--- src/rtl/fpm_pkg.sv ---
package fpm_pkg;
  localparam int EXP_W   = 8;
  localparam int FRAC_W  = 23;
  localparam int WORD_W  = 1 + EXP_W + FRAC_W;
  localparam int SIG_W   = FRAC_W + 1;
  localparam int PROD_W  = 2 * SIG_W;
  localparam int EXT_W   = EXP_W + 2;
  localparam int BIAS    = (1 << (EXP_W - 1)) - 1;
  localparam int EXP_MAX = (1 << EXP_W) - 1;

  typedef enum logic [1:0] {
    KIND_NUM,
    KIND_ZERO,
    KIND_INF,
    KIND_NAN
  } fpmKind_t;

  typedef struct packed {
    logic loadIssue;
    logic loadFinish;
  } fpmStrobes_t;
endpackage

--- src/rtl/fpm_ctrl.sv ---
module fpm_ctrl
  import fpm_pkg::*;
(
  input  logic        clk,
  input  logic        rstN,
  input  logic        inValid,
  output fpmStrobes_t strobes,
  output logic        outValid
);
  logic stageOneValid;

  always_ff @(posedge clk) begin
    if (!rstN) begin
      stageOneValid <= 1'b0;
      outValid      <= 1'b0;
    end else begin
      stageOneValid <= inValid;
      outValid      <= stageOneValid;
    end
  end

  always_comb begin
    strobes.loadIssue  = inValid;
    strobes.loadFinish = stageOneValid;
  end

  // the valid bit advances one stage per clock
  assert_issue_tracked_R1: assert property (@(posedge clk) disable iff (!rstN)
    inValid |=> stageOneValid);
  assert_finish_follows_R1: assert property (@(posedge clk) disable iff (!rstN)
    stageOneValid |=> outValid);
  assert_no_spurious_valid_R1: assert property (@(posedge clk) disable iff (!rstN)
    !stageOneValid |=> !outValid);
endmodule

--- src/rtl/fpm_datapath.sv ---
module fpm_datapath
  import fpm_pkg::*;
(
  input  logic              clk,
  input  logic              rstN,
  input  fpmStrobes_t       strobes,
  input  logic [WORD_W-1:0] opA,
  input  logic [WORD_W-1:0] opB,
  output logic [WORD_W-1:0] result,
  output logic              flagOverflow,
  output logic              flagUnderflow,
  output logic              flagInvalid
);
  localparam logic signed [EXT_W-1:0] BIAS_X    = EXT_W'(BIAS);
  localparam logic signed [EXT_W-1:0] TOP_X     = EXT_W'(EXP_MAX);
  localparam logic signed [EXT_W-1:0] ONE_X     = EXT_W'(1);
  localparam logic [WORD_W-1:0]       QNAN      = {1'b0, {EXP_W{1'b1}}, 1'b1, {(FRAC_W-1){1'b0}}};
  localparam logic [WORD_W-2:0]       INF_MAG   = {{EXP_W{1'b1}}, {FRAC_W{1'b0}}};

  // ---------------- stage one: decode, exponent sum, significand product
  logic [EXP_W-1:0]  expA, expB;
  logic [FRAC_W-1:0] fracA, fracB;
  logic aZero, bZero, aInf, bInf, aNan, bNan;
  fpmKind_t          kindNow;
  logic signed [EXT_W-1:0] expSum;
  logic [PROD_W-1:0] prodNow;

  assign expA  = opA[WORD_W-2 -: EXP_W];
  assign expB  = opB[WORD_W-2 -: EXP_W];
  assign fracA = opA[FRAC_W-1:0];
  assign fracB = opB[FRAC_W-1:0];
  assign aZero = (expA == '0);
  assign bZero = (expB == '0);
  assign aInf  = (expA == '1) && (fracA == '0);
  assign bInf  = (expB == '1) && (fracB == '0);
  assign aNan  = (expA == '1) && (fracA != '0);
  assign bNan  = (expB == '1) && (fracB != '0);

  always_comb begin
    if (aNan || bNan || (aZero && bInf) || (aInf && bZero)) kindNow = KIND_NAN;
    else if (aInf || bInf)                                  kindNow = KIND_INF;
    else if (aZero || bZero)                                kindNow = KIND_ZERO;
    else                                                    kindNow = KIND_NUM;
  end

  assign expSum  = $signed({2'b00, expA}) + $signed({2'b00, expB}) - BIAS_X;
  assign prodNow = {1'b1, fracA} * {1'b1, fracB};

  fpmKind_t                s1Kind;
  logic                    s1Sign;
  logic signed [EXT_W-1:0] s1Exp;
  logic [PROD_W-1:0]       s1Prod;

  always_ff @(posedge clk) begin
    if (!rstN) begin
      s1Kind <= KIND_ZERO;
      s1Sign <= 1'b0;
      s1Exp  <= '0;
      s1Prod <= '0;
    end else if (strobes.loadIssue) begin
      s1Kind <= kindNow;
      s1Sign <= opA[WORD_W-1] ^ opB[WORD_W-1];
      s1Exp  <= expSum;
      s1Prod <= prodNow;
    end
  end

  // ---------------- stage two: normalize, round, range check
  logic                    prodHigh;
  logic [PROD_W-1:0]       aligned;
  logic [SIG_W-1:0]        keptSig;
  logic                    guardBit, roundBit, stickyBit, roundUp, carryOut;
  logic [SIG_W:0]          roundedSig;
  logic signed [EXT_W-1:0] normExp, finalExp;
  logic [FRAC_W-1:0]       finalFrac;
  logic [WORD_W-1:0]       nextResult;
  logic                    nextOvf, nextUnf, nextInv;

  assign prodHigh   = s1Prod[PROD_W-1];
  assign aligned    = prodHigh ? s1Prod : (s1Prod << 1);
  assign keptSig    = aligned[PROD_W-1 -: SIG_W];
  assign guardBit   = aligned[PROD_W-SIG_W-1];
  assign roundBit   = aligned[PROD_W-SIG_W-2];
  assign stickyBit  = |aligned[PROD_W-SIG_W-3:0];
  assign roundUp    = guardBit && (roundBit || stickyBit || keptSig[0]);
  assign roundedSig = {1'b0, keptSig} + {{SIG_W{1'b0}}, roundUp};
  assign carryOut   = roundedSig[SIG_W];
  assign normExp    = s1Exp + $signed({{(EXT_W-1){1'b0}}, prodHigh});
  assign finalExp   = normExp + $signed({{(EXT_W-1){1'b0}}, carryOut});
  assign finalFrac  = carryOut ? '0 : roundedSig[FRAC_W-1:0];

  always_comb begin
    nextOvf    = 1'b0;
    nextUnf    = 1'b0;
    nextInv    = 1'b0;
    nextResult = '0;
    unique case (s1Kind)
      KIND_NAN: begin
        nextResult = QNAN;
        nextInv    = 1'b1;
      end
      KIND_INF:  nextResult = {s1Sign, INF_MAG};
      KIND_ZERO: nextResult = {s1Sign, {(WORD_W-1){1'b0}}};
      default: begin
        if (finalExp >= TOP_X) begin
          nextResult = {s1Sign, INF_MAG};
          nextOvf    = 1'b1;
        end else if (finalExp < ONE_X) begin
          nextResult = {s1Sign, {(WORD_W-1){1'b0}}};
          nextUnf    = 1'b1;
        end else begin
          nextResult = {s1Sign, finalExp[EXP_W-1:0], finalFrac};
        end
      end
    endcase
  end

  always_ff @(posedge clk) begin
    if (!rstN) begin
      result        <= '0;
      flagOverflow  <= 1'b0;
      flagUnderflow <= 1'b0;
      flagInvalid   <= 1'b0;
    end else if (strobes.loadFinish) begin
      result        <= nextResult;
      flagOverflow  <= nextOvf;
      flagUnderflow <= nextUnf;
      flagInvalid   <= nextInv;
    end
  end

  assert_sign_xor_R2: assert property (@(posedge clk) disable iff (!rstN)
    (strobes.loadFinish && s1Kind != KIND_NAN) |=> result[WORD_W-1] == $past(s1Sign));
  assert_invalid_canon_R6: assert property (@(posedge clk) disable iff (!rstN)
    flagInvalid |-> result == QNAN);
  assert_only_canon_nan_R6: assert property (@(posedge clk) disable iff (!rstN)
    (result[WORD_W-2 -: EXP_W] == '1 && result[FRAC_W-1:0] != '0) |-> flagInvalid);
  assert_overflow_inf_R7: assert property (@(posedge clk) disable iff (!rstN)
    flagOverflow |-> result[WORD_W-2:0] == INF_MAG);
  assert_underflow_zero_R8: assert property (@(posedge clk) disable iff (!rstN)
    flagUnderflow |-> result[WORD_W-2:0] == '0);
  assert_single_flag_R11: assert property (@(posedge clk) disable iff (!rstN)
    $onehot0({flagOverflow, flagUnderflow, flagInvalid}));
endmodule

--- src/rtl/fp32_mul_unit.sv ---
module fp32_mul_unit
  import fpm_pkg::*;
(
  input  logic        clk,
  input  logic        rstN,
  input  logic        inValid,
  input  logic [31:0] opA,
  input  logic [31:0] opB,
  output logic        outValid,
  output logic [31:0] result,
  output logic        flagOverflow,
  output logic        flagUnderflow,
  output logic        flagInvalid
);
  fpmStrobes_t strobes;

  fpm_ctrl uCtrl (
    .clk      (clk),
    .rstN     (rstN),
    .inValid  (inValid),
    .strobes  (strobes),
    .outValid (outValid)
  );

  fpm_datapath uPath (
    .clk           (clk),
    .rstN          (rstN),
    .strobes       (strobes),
    .opA           (opA),
    .opB           (opB),
    .result        (result),
    .flagOverflow  (flagOverflow),
    .flagUnderflow (flagUnderflow),
    .flagInvalid   (flagInvalid)
  );
endmodule

--- config.mk ---
export PLATFORM = sky130hd
export DESIGN_NAME = fp32_mul_unit
export DESIGN_NICKNAME = d
export VERILOG_FILES = /design/src/rtl/fpm_pkg.sv /design/src/rtl/fpm_ctrl.sv /design/src/rtl/fpm_datapath.sv /design/src/rtl/fp32_mul_unit.sv
export SDC_FILE = /design/constraint.sdc
export NUM_CORES = 2
export LEC_CHECK = 0
export BUFFER_PORTS_ARGS = -buffer_cell sky130_fd_sc_hd__buf_2
export CAP_MARGIN = 20
export CELL_PAD_IN_SITES_DETAIL_PLACEMENT = 0
export CELL_PAD_IN_SITES_GLOBAL_PLACEMENT = 2
export CORE_MARGIN = 4
export CORE_UTILIZATION = 40
export CTS_CLUSTER_SIZE = 30
export DETAILED_ROUTE_END_ITERATION = 16
export PLACE_DENSITY_LB_ADDON = 0.1
export SYNTH_ARGS = -nofsm -noshare
export SYNTH_HDL_FRONTEND = slang
export SYNTH_SLANG_ARGS = --single-unit
export TNS_END_PERCENT = 10
--- constraint.sdc ---
create_clock -name clk -period 15.3 [get_ports clk]
set_clock_uncertainty 0.2 [all_clocks]
set_input_delay 2.295 -clock clk [delete_from_list [all_inputs] [get_ports clk]]
set_output_delay 2.295 -clock clk [all_outputs]
set_load 0.01 [all_outputs]
# Yosys cells after proc, flatten, opt, wreduce, memory -nomap -nowiden
# Index checks and enable logic that the tools add are counted.
# totals
latch_bits,0
inputBits,67
ff_bits,98
rom_bits,0
mem_bits_rw,0
n_memories,0
# classes
eq_ne,5
addsub,5
bitwise,1
n_div,0
magnitude_cmp,2
n_reduce_logical,22
n_mul,1
muxes,14
shifts,0
# ops
operator,count
case mux 32 bit (3 select lines),1
2-to-1 mux 31 bit,2
multiplier 24 x 24 -> 48 bit,1
2-to-1 mux 48 bit,1
zero test 23 bit,2
nonzero test 23 bit,2
adder 24 x 1 -> 25 bit,1
2-to-1 mux 23 bit,1
OR reduction 22 bit,1
adder 10 x 2 -> 10 bit,2
== test 8 bit (second input constant),2
zero test 8 bit,2
greater-or-equal comparator 10 x 9 -> 1 bit (second input constant),1
less-than comparator 10 x 2 -> 1 bit (second input constant),1
subtractor 10 x 8 -> 10 bit (second input constant),1
adder 8 x 8 -> 9 bit,1
logical AND 1 bit,7
logical OR 1 bit,7
2-to-1 mux 1 bit,7
== test 2 bit (second input constant),2
2-to-1 mux 2 bit,2
OR reduction 3 bit,1
== test 2 x 1 -> 1 bit (second input constant),1
XOR 1 bit,1

# Depth between registers and ports, before layout
# depth
ltp_word,11
depth_mapped,27

# Hierarchy
# From an unflattened synthesis, not the netlist that was laid out.
# hier_totals
cells_unflattened,2779
area_unflattened_um2,24204.5
# by_module_without_submodules
mod,cells_each,area_each_um2,n_inst,seq_area_each_um2
fpm_datapath,2773,24136.9,1,1921.8
fpm_ctrl,6,67.6,1,40.0

# Least setup slack after synthesis
# OpenSTA, ideal clock, no wires.
# synth_timing
path_type,input port to flip-flop
start,input port opB[3]
end,register uPath.s1Prod[39]
stages,26
t_arrival_ns,8.413
required_ns,14.978
setup_slack_ns,6.565
path_cell_list,clkbuf_1 nand2_1 fa_1 inv_1 fa_1 inv_1 fa_1 inv_1 fa_1 inv_1 fa_1 inv_1 fa_1 inv_1 fa_1 inv_1 ha_1 clkbuf_1 nand2_1 nor3_1 nor2_1 nor4_1 a31oi_1 nor2_1 mux2i_1 a311o_1
# synth_between
elab_chain_cells,1
# synth_lines
element,line,text
from (decl),fp32_mul_unit.sv:8,"input logic [31:0] opB,"
multiplier 24 x 24 -> 48 bit,fpm_datapath.sv:47,"assign prodNow = {1'b1, fracA} * {1'b1, fracB};"
to (signal assigned),fpm_datapath.sv:64,s1Prod <= prodNow;
to (decl),fpm_datapath.sv:52,logic [PROD_W-1:0] s1Prod;
# No other way between the ends.
# A chain may end at the register's enable or synchronous reset.

# Final worst setup path
# layout_timing
start,input port opB[8]
end,register uPath.s1Prod[47]
# Same word-level chain as after synthesis.

==> impl_results.md <==
* Initial antenna violation count at 0
* Synth-to-layout area growth at 5.24%
* Global-route usage over all layers at ~23%
* Non-Filler Instances at between 3000 and 4000
* Total I/O pin count at 103
* # hold bufs at CTS at 0
* Area inside the core boundary at 0.0595 sq mm
* Number of detailed-route iterations in the first pass at 5
* Synth Cell Area at 0.0242 sq mm
* R2R Path Start: uPath.s1Prod[47]
* Horizontal die dimension at 254 um
* Master of the slowest instance on the critical path: sky130_fd_sc_hd__fa_1
* Crit end category: flip-flop
* Antenna diodes at 0
* Endpoint of the most critical register-to-register path: uPath.result[20]
* Min-Delay Endpoint: uPath.result[14]
* Sum of routed wire length over all layers at 71600 um
* Max cap viols at 0
* Proportion of synthesized chip area in sequential cells at 8.09%
* Synthesized Nets at 3542
* Share of the synthesized area in compound gates (AO/OA/AOI/OAI) at 8.41%
* Grt ovf at 0
* Fraction of final layout cells sized beyond drive strength 1 at under 10%
* Drt via density at a little over 5
* Proportion of netlist area held by the largest area contributor at 40.0%
* Crit path largest cell delay at 0.57 ns
* Share of synthesized area spent on multiplexers at 1.85%
* Buffer levels on the longest clock path at 2
* Final Wtd Congestion at 0.871
* Final Max Tran Viols at 0
* Startpoint type of the worst setup path: input pin
* Flops & latches, synth at 98
* Most used DFF post-synth: sky130_fd_sc_hd__dfxtp_1
* Sum of negative setup slack at 0 ns
* Run status: finished, final reports clean
* Setup repair after global routing missed its margin: false
* Post-Synth Adder-Cell Area at about half
* Maximum fanout along the worst path at 18
* Synthesized instance count at 2806
* Worst hold path stage count at 1
* Synthesized-area fraction occupied by xor and xnor cells at 2.13%
* Worst path arrival time at ~9.7 ns
* Global-route wire length before repair at 116000 um
* Most frequent cell after synthesis: sky130_fd_sc_hd__inv_1
* Fmax at 0.103 GHz
* Post-CTS sizing at 0
* R2R cell count at 22
* Final period demand of the worst path at 9.67 ns
* Number of endpoints with negative hold slack in the final report at 0
* Die footprint at 0.0646 sq mm
* Most repeated library cell on the critical path: sky130_fd_sc_hd__fa_1
* Setup slack of the most critical reg-to-reg path at 8.62 ns
* Dpl cells at 3543
* Family with the most delay on the worst path: adder cells
* Required @ worst endpoint at 15.34 ns
* CTS tree: built
* Avg Inst Size Synth at 8.64 sq um
* Async S/R FF share, synth at 0%
* Buffers inserted during post-CTS setup optimization at 0
* Final number of setup-violating endpoints at 0
* Via count at 18500
* Detail Placement HPWL at between 50000 and 60000 um
* Start point of the worst min-delay path: uPath.result[14]
* Most frequent cells after synthesis: 590 x sky130_fd_sc_hd__inv_1, 484 x sky130_fd_sc_hd__fa_1, 341 x sky130_fd_sc_hd__nand2_1
* Class of the tightest hold or removal check: reg -> reg
* Number of synthesized flops with an enable pin at 0
* Top post-synthesis cells by area: sky130_fd_sc_hd__fa_1 40%, sky130_fd_sc_hd__ha_1 9.5%, sky130_fd_sc_hd__inv_1 9.1%
* Combinational family with the most area after synthesis: adder cells
* Post-DR wirelength/cell at just over 20 um
* CTS root buf: sky130_fd_sc_hd__clkbuf_16
* Portion of the clock cycle consumed by the worst path in the final layout at 63.2%
* # DRC at 0
* Sum of buffers and inverters on the critical path at 8
* Max-slew headroom at the worst pin at between 30 and 40%
* DRC violation total after the first TritonRoute iteration at 841
* Final net count at 3517
* Fillers at 6106
* Worst Path Class, Setup: in -> reg
* Starting utilization of the core area at 40.8%
* Number of H-tree branching levels at 3
* Post-synthesis cell type with the largest combined area: sky130_fd_sc_hd__fa_1
* Vias in the first global route at 20200
* Y dimension of the die at around 250 um
* Remaining antenna violation count at 0
* Total of warnings raised by yosys at 0
* Transition time of the tightest slew-check pin at 0.914 ns
* Count of standard-cell rows at 89
* Post-Synth Simple-Gate Area at 18.4%
* Post-CTS clock slew at the launch and capture registers of the worst setup and hold paths at 0.07 ns
* Clock latency on the worst-skew pair at 0.36 ns
* Largest net degree at the start of global routing at between 60 and 70
* # port buffers at just over 100
* Clock buffer count from CTS at 9
* Number of distinct library cells after synthesis at 77
* CTS sink cnt at between 90 and 100
## cell usage in the layout, fill, tap and decap left out, types with 47 or more instances in the layout
master                      n
sky130_fd_sc_hd__inv_1    589
sky130_fd_sc_hd__fa_1     484
sky130_fd_sc_hd__nand2_1  341
sky130_fd_sc_hd__and2_1   278
sky130_fd_sc_hd__ha_1     185
sky130_fd_sc_hd__nor2_1   115
sky130_fd_sc_hd__buf_2    102
sky130_fd_sc_hd__dfxtp_1   97
sky130_fd_sc_hd__a21oi_1   92
sky130_fd_sc_hd__o21ai_0   47
## layout make-up
| class | instances | area [sq um] | share of cell area, % |
|---|---|---|---|
| Clock buffer | 9 | 225 | 0.883 |
| Timing Repair Buffer | 108 | 556 | 2.18 |
| Clock inverter | 7 | 90.1 | 0.353 |
| Multi-Input combinational cell | 1970 | 19500 | 76.4 |
| Sequential cell | 98 | 1960 | 7.70 |
| Inverter | 594 | 2230 | 8.74 |
| Tap cell | 773 | 967 | 3.79 |
## registers in the layout (all words and copies together) (netlist names)
signal               count
uCtrl.outValid           1
uCtrl.stageOneValid      1
uPath.flagInvalid        1
uPath.flagOverflow       1
uPath.flagUnderflow      1
uPath.result            32
uPath.s1Exp             10
uPath.s1Kind             2
uPath.s1Prod            48
uPath.s1Sign             1
## layer usage
metal  vias to the layer above  track usage [%]  routed length [um]  part of all wire (%)
met4                         0             5.64                1720                   2.4
li1                       8573                -                   -                     -
met3                        73             4.26                4190                   5.8
met5                         -                0                   0                     0
met2                       477             36.7               32100                    45
met1                      9337             33.0               33600                    47
## worst max-delay path by stage
stage / endpoint / from / cells past startpoint / slack [ns]
2_1_floorplan: uPath.s1Prod[39] / opB[3] / 26 / 6.57
3_3_place_gp: uPath.s1Prod[47] / opB[8] / 25 / 5.35
3_5_place_dp: uPath.s1Prod[47] / opB[8] / 25 / 5.32
4_1_cts: uPath.s1Prod[47] / opB[8] / 25 / 5.66
5_1_grt: uPath.s1Prod[47] / opB[8] / 25 / 5.22
6_report: uPath.s1Prod[47] / opB[8] / 25 / 5.63
## cells by family (layout without fill, tap and decap cells)
kind of cell,count (synthesis),after routing
and+or+nand+nor,895,895
buffers and inverters,738,718
adders and majority gates,669,669
AOI/OAI and AO/OA,303,303
DFF,98,98
xor gates and xnor gates,59,59
muxes,44,44
## stage by stage
stage | hold WS (ns) | area [sq um] | util, % | setup slack [ns]
2_1_floorplan | 0.246 | 24200 | - | 6.57
3_3_place_gp | 0.249 | 25200 | 42.4 | 5.35
3_5_place_dp | 0.253 | 25200 | 42.4 | 5.32
4_1_cts | 0.271 | 25500 | 42.9 | 5.66
5_1_grt | 0.292 | 25500 | 42.9 | 5.22
6_report | 0.267 | 25500 | 42.9 | 5.63
Power is not shown: default switching activity piles up to over one toggle a cycle in this logic, so the estimate is an artifact.
